<file path="config.mk">
export PLATFORM = sky130hd
export DESIGN_NAME = dram_ctl
export DESIGN_NICKNAME = d
export VERILOG_FILES = /design/src/rtl/dram_ctl_pkg.sv /design/src/rtl/dram_ref_timer.sv /design/src/rtl/dram_row_track.sv /design/src/rtl/dram_ctl.sv
export SDC_FILE = /design/constraint.sdc
export NUM_CORES = 1
export LEC_CHECK = 0
export ABC_CLOCK_PERIOD_IN_PS = 2900
export CAP_MARGIN = 20
export CELL_PAD_IN_SITES_DETAIL_PLACEMENT = 1
export CELL_PAD_IN_SITES_GLOBAL_PLACEMENT = 2
export CORE_ASPECT_RATIO = 0.6
export CORE_UTILIZATION = 30
export DETAILED_ROUTE_END_ITERATION = 10
export DONT_BUFFER_PORTS = 1
export GPL_ROUTABILITY_DRIVEN = 0
export PLACE_DENSITY = 0.67
export SYNTH_ARGS = -nofsm -noshare
export SYNTH_HDL_FRONTEND = slang
export SYNTH_SLANG_ARGS = --single-unit
</file>
<file path="constraint.sdc">
create_clock -name clk -period 2.9 [get_ports clk]
set_input_delay 0.58 -clock clk [delete_from_list [all_inputs] [get_ports clk]]
set_output_delay 0.58 -clock clk [all_outputs]
set_load 0.02 [all_outputs]
</file>
<file path="src/rtl/dram_ctl_pkg.sv">
package dram_ctl_pkg;
  typedef enum logic [2:0] {
    ST_IDLE,   // waiting, row may be open
    ST_ACT,    // row strobe low, counting row-to-column delay
    ST_COL,    // column strobe low, counting column latency
    ST_PRE,    // row strobe high, precharge before reopen or idle
    ST_RCAS,   // refresh: column strobe low first
    ST_RRAS,   // refresh: row strobe pulse low
    ST_RPRE    // refresh: row strobe high between pulses
  } ctl_state_t;
endpackage

</file>
<file path="src/rtl/dram_ref_timer.sv">
module dram_ref_timer #(
  parameter int INTERVAL = 6250
) (
  input  logic clk,
  input  logic rst,
  input  logic ack,
  output logic pending
);
  localparam int CW = (INTERVAL > 1) ? $clog2(INTERVAL) : 1;
  localparam logic [CW-1:0] LIM = CW'(INTERVAL - 1);

  logic [CW-1:0] cnt;

  always_ff @(posedge clk) begin
    if (rst) begin
      cnt     <= '0;
      pending <= 1'b0;
    end else if (cnt == LIM) begin
      cnt     <= '0;
      pending <= 1'b1;
    end else begin
      cnt <= cnt + 1'b1;
      if (ack) pending <= 1'b0;
    end
  end

  // the burst can only be retired while one is owed
  assert_ack_pending_R9: assert property (@(posedge clk) disable iff (rst)
    ack |-> pending);
endmodule

</file>
<file path="src/rtl/dram_row_track.sv">
module dram_row_track #(
  parameter int ROW_W      = 10,
  parameter int IDLE_LIMIT = 32
) (
  input  logic             clk,
  input  logic             rst,
  input  logic             open_set,
  input  logic             close,
  input  logic [ROW_W-1:0] set_row,
  input  logic [ROW_W-1:0] row_in,
  input  logic             busy,
  output logic             is_open,
  output logic             hit,
  output logic             idle_expired
);
  localparam int IW = $clog2(IDLE_LIMIT + 1);
  localparam logic [IW-1:0] ILIM = IW'(IDLE_LIMIT);

  logic [ROW_W-1:0] open_row;
  logic [IW-1:0]    idle_cnt;

  always_ff @(posedge clk) begin
    if (rst) begin
      is_open  <= 1'b0;
      open_row <= '0;
    end else if (close) begin
      is_open <= 1'b0;
    end else if (open_set) begin
      is_open  <= 1'b1;
      open_row <= set_row;
    end
  end

  always_ff @(posedge clk) begin
    if (rst || busy || !is_open) idle_cnt <= '0;
    else if (idle_cnt != ILIM)   idle_cnt <= idle_cnt + 1'b1;
  end

  assign hit          = is_open && (open_row == row_in);
  assign idle_expired = is_open && (idle_cnt == ILIM);

  // an expiry is only reported after a quiet stretch with no activity
  assert_idle_quiet_R7: assert property (@(posedge clk) disable iff (rst)
    idle_expired |-> $past(!busy));
endmodule

</file>
<file path="src/rtl/dram_ctl.sv">
module dram_ctl
  import dram_ctl_pkg::*;
#(
  parameter int ROW_W        = 10,
  parameter int COL_W        = 10,
  parameter int DATA_W       = 16,
  parameter int T_RCD        = 2,
  parameter int T_CAS        = 2,
  parameter int T_RP         = 2,
  parameter int REF_INTERVAL = 6250,
  parameter int REF_ROWS     = 8,
  parameter int IDLE_LIMIT   = 32
) (
  input  logic                     clk,
  input  logic                     rst,
  input  logic                     req_valid,
  input  logic                     req_write,
  input  logic [ROW_W+COL_W-1:0]   req_addr,
  input  logic [DATA_W-1:0]        req_wdata,
  output logic                     req_ready,
  output logic                     rsp_valid,
  output logic [DATA_W-1:0]        rsp_rdata,
  output logic [((ROW_W > COL_W) ? ROW_W : COL_W)-1:0] dram_addr,
  output logic                     dram_ras_n,
  output logic                     dram_cas_n,
  output logic                     dram_we_n,
  output logic [DATA_W-1:0]        dram_dq_out,
  output logic                     dram_dq_oe,
  input  logic [DATA_W-1:0]        dram_dq_in
);
  localparam int PIN_W = (ROW_W > COL_W) ? ROW_W : COL_W;
  localparam int TMAX  = (T_RCD > T_CAS) ? ((T_RCD > T_RP) ? T_RCD : T_RP)
                                         : ((T_CAS > T_RP) ? T_CAS : T_RP);
  localparam int CW    = $clog2(TMAX + 1);
  localparam int RW    = $clog2(REF_ROWS + 1);
  localparam logic [CW-1:0] LD_RCD = CW'(T_RCD - 1);
  localparam logic [CW-1:0] LD_CAS = CW'(T_CAS - 1);
  localparam logic [CW-1:0] LD_RP  = CW'(T_RP - 1);
  localparam logic [RW-1:0] LAST_ROW = RW'(REF_ROWS - 1);

  ctl_state_t       state;
  logic [CW-1:0]    cnt;
  logic [RW-1:0]    ref_rows;
  logic             pend_act;
  logic [ROW_W-1:0] lat_row;
  logic [COL_W-1:0] lat_col;
  logic             lat_write;

  logic ref_pend, ref_ack;
  logic row_open, row_hit, idle_exp;
  logic open_set, row_close;

  wire [ROW_W-1:0] in_row = req_addr[ROW_W+COL_W-1:COL_W];
  wire [COL_W-1:0] in_col = req_addr[COL_W-1:0];
  wire             cnt_done = (cnt == '0);

  assign ref_ack   = (state == ST_RPRE) && cnt_done && (ref_rows == LAST_ROW);
  assign open_set  = (state == ST_ACT) && cnt_done;
  assign row_close = (state == ST_PRE) && cnt_done;
  assign req_ready = (state == ST_IDLE) && !ref_pend && !idle_exp;

  dram_ref_timer #(.INTERVAL(REF_INTERVAL)) u_timer (
    .clk(clk), .rst(rst), .ack(ref_ack), .pending(ref_pend)
  );

  dram_row_track #(.ROW_W(ROW_W), .IDLE_LIMIT(IDLE_LIMIT)) u_rows (
    .clk(clk), .rst(rst), .open_set(open_set), .close(row_close),
    .set_row(lat_row), .row_in(in_row), .busy(state != ST_IDLE),
    .is_open(row_open), .hit(row_hit), .idle_expired(idle_exp)
  );

  always_ff @(posedge clk) begin
    if (rst) begin
      state       <= ST_IDLE;
      cnt         <= '0;
      ref_rows    <= '0;
      pend_act    <= 1'b0;
      lat_row     <= '0;
      lat_col     <= '0;
      lat_write   <= 1'b0;
      dram_addr   <= '0;
      dram_ras_n  <= 1'b1;
      dram_cas_n  <= 1'b1;
      dram_we_n   <= 1'b1;
      dram_dq_out <= '0;
      dram_dq_oe  <= 1'b0;
      rsp_valid   <= 1'b0;
      rsp_rdata   <= '0;
    end else begin
      rsp_valid <= 1'b0;
      if (!cnt_done) cnt <= cnt - 1'b1;
      unique case (state)
        ST_IDLE: begin
          if (ref_pend) begin
            if (row_open) begin
              dram_ras_n <= 1'b1; cnt <= LD_RP; pend_act <= 1'b0; state <= ST_PRE;
            end else begin
              dram_cas_n <= 1'b0; state <= ST_RCAS;
            end
          end else if (idle_exp) begin
            dram_ras_n <= 1'b1; cnt <= LD_RP; pend_act <= 1'b0; state <= ST_PRE;
          end else if (req_valid) begin
            lat_row     <= in_row;
            lat_col     <= in_col;
            lat_write   <= req_write;
            dram_dq_out <= req_wdata;
            if (row_hit) begin
              dram_addr  <= PIN_W'(in_col);
              dram_cas_n <= 1'b0;
              dram_we_n  <= !req_write;
              dram_dq_oe <= req_write;
              cnt        <= LD_CAS;
              state      <= ST_COL;
            end else if (row_open) begin
              dram_ras_n <= 1'b1; cnt <= LD_RP; pend_act <= 1'b1; state <= ST_PRE;
            end else begin
              dram_addr  <= PIN_W'(in_row);
              dram_ras_n <= 1'b0; cnt <= LD_RCD; state <= ST_ACT;
            end
          end
        end
        ST_PRE: if (cnt_done) begin
          if (pend_act) begin
            dram_addr  <= PIN_W'(lat_row);
            dram_ras_n <= 1'b0; cnt <= LD_RCD; state <= ST_ACT;
          end else begin
            state <= ST_IDLE;
          end
          pend_act <= 1'b0;
        end
        ST_ACT: if (cnt_done) begin
          dram_addr  <= PIN_W'(lat_col);
          dram_cas_n <= 1'b0;
          dram_we_n  <= !lat_write;
          dram_dq_oe <= lat_write;
          cnt        <= LD_CAS;
          state      <= ST_COL;
        end
        ST_COL: if (cnt_done) begin
          if (!lat_write) begin
            rsp_valid <= 1'b1;
            rsp_rdata <= dram_dq_in;
          end
          dram_cas_n <= 1'b1;
          dram_we_n  <= 1'b1;
          dram_dq_oe <= 1'b0;
          state      <= ST_IDLE;
        end
        ST_RCAS: begin
          dram_ras_n <= 1'b0; cnt <= LD_RCD; state <= ST_RRAS;
        end
        ST_RRAS: if (cnt_done) begin
          dram_ras_n <= 1'b1; cnt <= LD_RP; state <= ST_RPRE;
        end
        ST_RPRE: if (cnt_done) begin
          if (ref_rows == LAST_ROW) begin
            ref_rows   <= '0;
            dram_cas_n <= 1'b1;
            state      <= ST_IDLE;
          end else begin
            ref_rows   <= ref_rows + 1'b1;
            dram_ras_n <= 1'b0; cnt <= LD_RCD; state <= ST_RRAS;
          end
        end
        default: state <= ST_IDLE;
      endcase
    end
  end

  // Strobe-spacing counters used by the checks below
  localparam int SW = $clog2(TMAX + 2);
  localparam logic [SW-1:0] SAT = SW'(TMAX + 1);
  logic [SW-1:0] ras_hi_cnt, ras_lo_cnt;

  always_ff @(posedge clk) begin
    if (rst) begin
      ras_hi_cnt <= SAT;
      ras_lo_cnt <= '0;
    end else if (dram_ras_n) begin
      ras_lo_cnt <= '0;
      if (ras_hi_cnt != SAT) ras_hi_cnt <= ras_hi_cnt + 1'b1;
    end else begin
      ras_hi_cnt <= '0;
      if (ras_lo_cnt != SAT) ras_lo_cnt <= ras_lo_cnt + 1'b1;
    end
  end

  // every row strobe fall follows at least T_RP high cycles
  assert_precharge_R6: assert property (@(posedge clk) disable iff (rst)
    $fell(dram_ras_n) |-> (ras_hi_cnt >= SW'(T_RP)));

  // a column cycle never starts sooner than T_RCD after the row strobe
  assert_rcd_R11: assert property (@(posedge clk) disable iff (rst)
    ($fell(dram_cas_n) && !dram_ras_n) |-> (ras_lo_cnt >= SW'(T_RCD)));

  // column-first strobing only happens for an owed refresh
  assert_cbr_owed_R10: assert property (@(posedge clk) disable iff (rst)
    ($fell(dram_cas_n) && dram_ras_n) |-> ref_pend);

  // read response is a single-cycle pulse
  assert_rsp_pulse_R4: assert property (@(posedge clk) disable iff (rst)
    rsp_valid |=> !rsp_valid);

  // write strobe only inside an opened column cycle
  assert_we_in_col_R3: assert property (@(posedge clk) disable iff (rst)
    !dram_we_n |-> (!dram_cas_n && !dram_ras_n && dram_dq_oe));
endmodule

</file>
### Word-level counts from Yosys, hierarchy flattened

Cells that the tools add are included.
W data, S select, Z words.

| storage, ports and cells | value |
|---|---|
| bits in registers | 109 |
| input port bits | 56 |
| output and inout port bits | 48 |

| cells by class | value |
|---|---|
| add/subtract/negate cells | 4 |
| equal/unequal tests | 32 |
| muxes and demuxes | 77 |
| bitwise operators | 6 |
| reduce and logical (&&, ||, !) cells | 38 |

Operators by type and width:

| operator | count |
|---|---|
| $mux W10 | 8 |
| $mux W1 | 38 |
| $mux W3 | 10 |
| $pmux W10 S3 | 1 |
| $mux W2 | 12 |
| $ne A2 B2 Y1 const B | 11 |
| $pmux W3 S7 | 1 |
| $reduce_and A9 Y1 | 2 |
| $ne A3 B2 Y1 const B | 5 |
| $add A13 B1 Y13 const B | 1 |
| $eq A13 B13 Y1 const B | 1 |
| $reduce_and A6 Y1 | 2 |
| $eq A10 B10 Y1 | 1 |
| $pmux W2 S5 | 1 |
| $eq A3 B3 Y1 const B | 3 |
| $reduce_bool A3 Y1 | 3 |
| $logic_and A1 B1 Y1 | 8 |
| $ne A4 B3 Y1 const B | 2 |
| $reduce_and A8 Y1 | 1 |
| $reduce_and A7 Y1 | 1 |
| $add A6 B1 Y6 const B | 1 |
| $eq A3 B2 Y1 const B | 2 |
| $eq A6 B6 Y1 const B | 1 |
| $ne A3 B3 Y1 const B | 2 |
| other kinds (24) | 39 |

### Longest topological paths before layout

Gate-level depths: netlist of run 1.

| depth | value |
|---|---|
| depth in word-level cells | 7 |
| depth in mapped cells | 9 |

### Modules after synthesis

From an unflattened synthesis of run 1, not the netlist that was laid out.

| unflattened totals | value |
|---|---|
| cells, all modules | 614 |
| area, all modules | 4,974.8 µm² |

Modules (own cells, without submodules):

| module | times used | cells an instance | area an instance (µm²) | seq. area each (µm²) |
|---|---|---|---|---|
| dram_ctl | 1 | 446 | 3,535.9 | 1,561.5 |
| dram_row_track | 1 | 98 | 793.3 | 340.3 |
| dram_ref_timer | 1 | 70 | 645.6 | 280.3 |

### Least setup slack after synthesis of run 1

No wires, ideal clock.

| path | value |
|---|---|
| kind | reg2reg |
| from | reg u_rows.idle_cnt[0] |
| to | reg dram_ras_n |
| setup time | 0.120 ns |
| arrival time | 2.063 ns |
| required time | 2.780 ns |
| slack | 0.717 ns |
| cell stages (with the launch flop) | 8 |
| period minus slack after synthesis | 2.183 ns |
| cell sequence | dfxtp_1 -> inv_1 -> ha_1 -> or4b_4 -> o21ai_2 -> nor4_2 -> or4_1 -> a211o_1 |

| between the ends | value |
|---|---|
| word-level cells in the longest chain between the ends | 5 |
| elaborated cells on any way between the ends | 8 |
| classes of those cells | eq/ne: 3; mux: 3; reduce/logical: 2 |

RTL lines:

| item | RTL line | source |
|---|---|---|
| start, declared | dram_row_track.sv:20 | `logic [IW-1:0] idle_cnt;` |
| start signal, assigned | dram_row_track.sv:36 | `else if (idle_cnt != ILIM) idle_cnt <= idle_cnt + 1'b1;` |
| $eq A6 B6 Y1 (*) | dram_row_track.sv:40 | `assign idle_expired = is_open && (idle_cnt == ILIM);` |
| $logic_and A1 B1 Y1 (*) | dram_row_track.sv:40 |  |
| $mux W1 | dram_ctl.sv:100 | `end else if (idle_exp) begin` |
| $mux W1 | dram_ctl.sv:94 | `if (ref_pend) begin` |
| $pmux W1 S5 | dram_ctl.sv:92 | `unique case (state)` |
| end signal, assigned | dram_ctl.sv:96 | `dram_ras_n <= 1'b1; cnt <= LD_RP; pend_act <= 1'b0; state <= ST_PRE;` |
| end signal, assigned | dram_ctl.sv:101 | `dram_ras_n <= 1'b1; cnt <= LD_RP; pend_act <= 1'b0; state <= ST_PRE;` |
| end signal, assigned | dram_ctl.sv:115 | `dram_ras_n <= 1'b1; cnt <= LD_RP; pend_act <= 1'b1; state <= ST_PRE;` |
| end, declared | dram_ctl.sv:24 | `output logic dram_ras_n,` |

Mark *: on every way between the ends. The rest lies on a longest branch, timed or not.
A chain may end at the register's enable or synchronous reset.

### Final worst setup path of run 1

| path | value |
|---|---|
| from | reg u_rows.idle_cnt[0] |
| to | out req_ready |

| between the ends | value |
|---|---|
| word-level cells in the longest chain between the ends | 4 |

RTL lines:

| item | RTL line | source |
|---|---|---|
| $eq A6 B6 Y1 | dram_row_track.sv:40 |  |
| $logic_and A1 B1 Y1 | dram_row_track.sv:40 |  |
| $logic_not A1 Y1 | dram_ctl.sv:60 | `assign req_ready = (state == ST_IDLE) && !ref_pend && !idle_exp;` |
| $logic_and A1 B1 Y1 | dram_ctl.sv:60 |  |
| end, declared | dram_ctl.sv:20 | `output logic req_ready,` |

No other way between the ends.

==> summary.txt, run 1 <==
Status -> completed
Register-to-register setup slack -> 0.45 ns
WS Path Type -> reg -> out
Mapped Cells -> 604
CP Launch Type -> flip-flop
Mean post-synth cell area -> 8.12 sq um
Met3 Use GR -> 0.0546
Vias per std cell -> 5.22
Cts repair resizes -> 0
DR DRC count -> 0
Clock root buffer -> clkbuf_16
Hold Slack -> 0.318 ns
Clock transition at path regs -> 0.07 ns
M2 GR Usage -> 0.266
Top-Level Pins -> 104
Crit. End Element -> output pin
Die X -> 167 um
Clock Latency Late Sink -> 0.35 ns
Layout cells sized above 1 -> 0.0705
CP startpoint -> u_rows.idle_cnt[0]
Ys flop type -> dfxtp_1
Final layout net count -> 652
Area of the multi-input gates -> 2580 sq um
Fillers -> 1,858
Switching power -> 2.05 mW
Die height -> 101 um
TritonCTS clock tree -> yes
Gr busiest metal -> met2
Worst slew margin -> 0.455
Hold path endpoint -> ref_rows[1]
HPWL reported at the end of detailed placement -> 9950 um
Top-count cell post-synth -> nand2_1
R2r endpoint -> lat_row[9]
Num Clock Sinks -> 109
Clk buf depth -> 2
Lkg Pwr -> 1.83 nW
Yosys warns -> 0
Arr. time, crit path -> 1.90 ns
Antenna violations before repair -> 0
Worst slew pin tran -> 0.818 ns
Layout area overhead -> 10.8%
Total congestion overflow -> 0
RSZ-0062 raised after global routing -> no
GR Layer Usage met1 -> 0.238
Final Max Tran Viols -> 0
Int Pwr -> 3.01 mW
Sequential standard cell area -> 2180 sq um
First-pass GRT wire length -> 23,000 um
Yosys top cell by area -> dfxtp_1
Period utilization -> 0.855
Row count -> 35
Ys async rst share -> 0
Worst clock skew -> 0.0121 ns
WP data required -> 2.32 ns
Fmax -> 0.403 GHz
Switching Fraction -> 0.405
Vias -> 4,172
EDFF count, synth -> 0
Drt first pass iters -> 4
Post-route ant nets -> 0
Initial Util -> 0.313
Final TNS setup -> 0 ns
Post-CTS Setup Bufs -> 0
Post-synth top cells -> nand2_1 (133), dfxtp_1 (109), nor2_1 (69), a21oi_1 (68), mux2i_1 (30)
RR Startpoint -> u_rows.idle_cnt[0]
Peak supply drop -> 0.339 mV
Wire per inst -> 17.6 um
Proportion of power drawn by the clock network -> 0.245
Maxcap violations -> 0
Final count of hold timing violations -> 0
Total power -> 5.06 mW
I/O Buffers -> 0
FF-to-FF path depth -> 7
Comb pwr share -> 0.313
#FFs+latches synth -> 109
CP Max Fanout -> 6
Post-synth top area share -> 0.445
Clock buffer count from CTS -> 9
PwrDens -> 930 nW/um^2
Cell area after synthesis -> 4900 sq um
# diodes -> 0
WHS Path Cells -> 1
Synth top area cells -> dfxtp_1 (44%), nand2_1 (10%), a21oi_1 (6.9%)
Min Clock Period, post-route -> 2.48 ns
H-tree levels -> 3
CTS Hold Buffers Added -> 0
Pin count of the biggest net entering global routing -> 87
Worst hold path type -> in -> reg
Sequential-to-total area share from yosys stat -> 0.445
Setup Viol. Count Final -> 0
Final setup margin -> 0.421 ns
Post-Syn Nets -> 665
HP Start -> rst
Drt initial violations -> 172
CORE AREA -> 15,700 sq um
Total wire length -> 14,000 um
Synth unique cells -> 52
Vias in the first global route -> 4,320
Gr usage total -> 0.173
Die ar. -> 16,900 sq um
Sequential Power Share -> 0.442
Pre-CTS WS -> 0.442 ns
-- worst max path at each step --
stage / endpoint / slack, ns
finish: req_ready / 0.42
detailed placement: lat_col[5] / 0.44
global placement: pend_act / 0.59
floorplan: dram_ras_n / 0.72
CTS: req_ready / 0.40
global route: lat_col[8] / 0.21
-- cells by family (layout without fill, tap and decap cells) --
family | after synthesis | count (layout) | synth area share
muxes | 30 | 30 | 0.0612
buffers and inverters | 44 | 36 | 0.0350
xor gates and xnor gates | 27 | 27 | 0.0482
DFF | 109 | 109 | 0.445
AOI/OAI and AO/OA | 112 | 112 | 0.143
adders and majority gates | 6 | 6 | 0.0148
and+or+nand+nor | 276 | 276 | 0.253
-- critical path, stage by stage, from the launching register on --
cell,delay [ns]
dfxtp_1,0.35
inv_1,0.08
ha_1,0.16
or4b_4,0.47
o21ai_2,0.28
inv_1,0.21
-- routing by layer --
layer / share of wire / up-vias
li1: - / 2040
met1: 0.50 / 2032
met2: 0.42 / 92
met3: 0.064 / 8
met4: 0.0082 / 0
met5: 0 / -
-- sequential cells by signal, indices dropped and copies added, names as in the netlist, 2 cells and up --
name	cells
cnt	2
dram_addr	10
dram_dq_out	16
lat_col	10
lat_row	10
ref_rows	4
rsp_rdata	16
state	3
u_rows.idle_cnt	6
u_rows.open_row	10
u_timer.cnt	13
-- stage by stage --
stage                      util  std cells  instance area (sq um)
after floorplan               -        604                   4900
after global placement    0.328        783                   5140
after global routing      0.347        799                   5430
after CTS                 0.347        799                   5430
after detailed placement  0.328        783                   5140
final                     0.347        799                   5430
-- power by group through the flow --
| stage | logic, mW | clock network [mW] | registers (mW) |
|---|---|---|---|
| after floorplan | 1.20 | 0 | 2.17 |
| after global routing | 1.78 | 1.34 | 2.28 |
| final | 1.58 | 1.24 | 2.23 |
| after global placement | 1.55 | 0 | 2.26 |
| after CTS | 1.61 | 1.28 | 2.24 |
| after detailed placement | 1.60 | 0 | 2.27 |
-- cell type report --
type	count	area share
Clock buffer	11	0.0465
Clock inverter	5	0.00783
Inverter	8	0.00553
Multi-Input combinational cell	451	0.475
Sequential cell	109	0.402
Tap cell	203	0.0468
Timing Repair Buffer	12	0.0166
-- placed cells by master, fill, tap and decap left out, types with 2 or more instances in the layout --
cell	n
nor2_1	69
nor3_2	3
nand2_1	133
and3_1	3
o21ai_0	7
a211o_1	2
nand3b_1	5
a311oi_1	2
or2_2	3
nand3_1	13
dfxtp_1	109
nor2b_1	6
o2bb2ai_1	2
clkinv_4	2
ha_1	5
a21o_1	2
clkbuf_16	9
a21oi_1	68
or4_1	5
nor4b_1	2
a31oi_1	4
nand4_1	6
or3_1	2
o31ai_1	3
xor2_1	7
a32o_1	10
buf_4	12
clkbuf_8	2
a311o_1	2
xnor2_1	20
nor4_1	4
nand2b_1	7
inv_1	8
nor3_1	6
mux2i_1	30
Power figures use the tool's default switching activity.
==> inputs of run 2 (changes only) <==
- CORE_MARGIN: unset -> 1
==> results of run 2 <==
The final DEF is identical to that of run 1; final timing and power are the same.
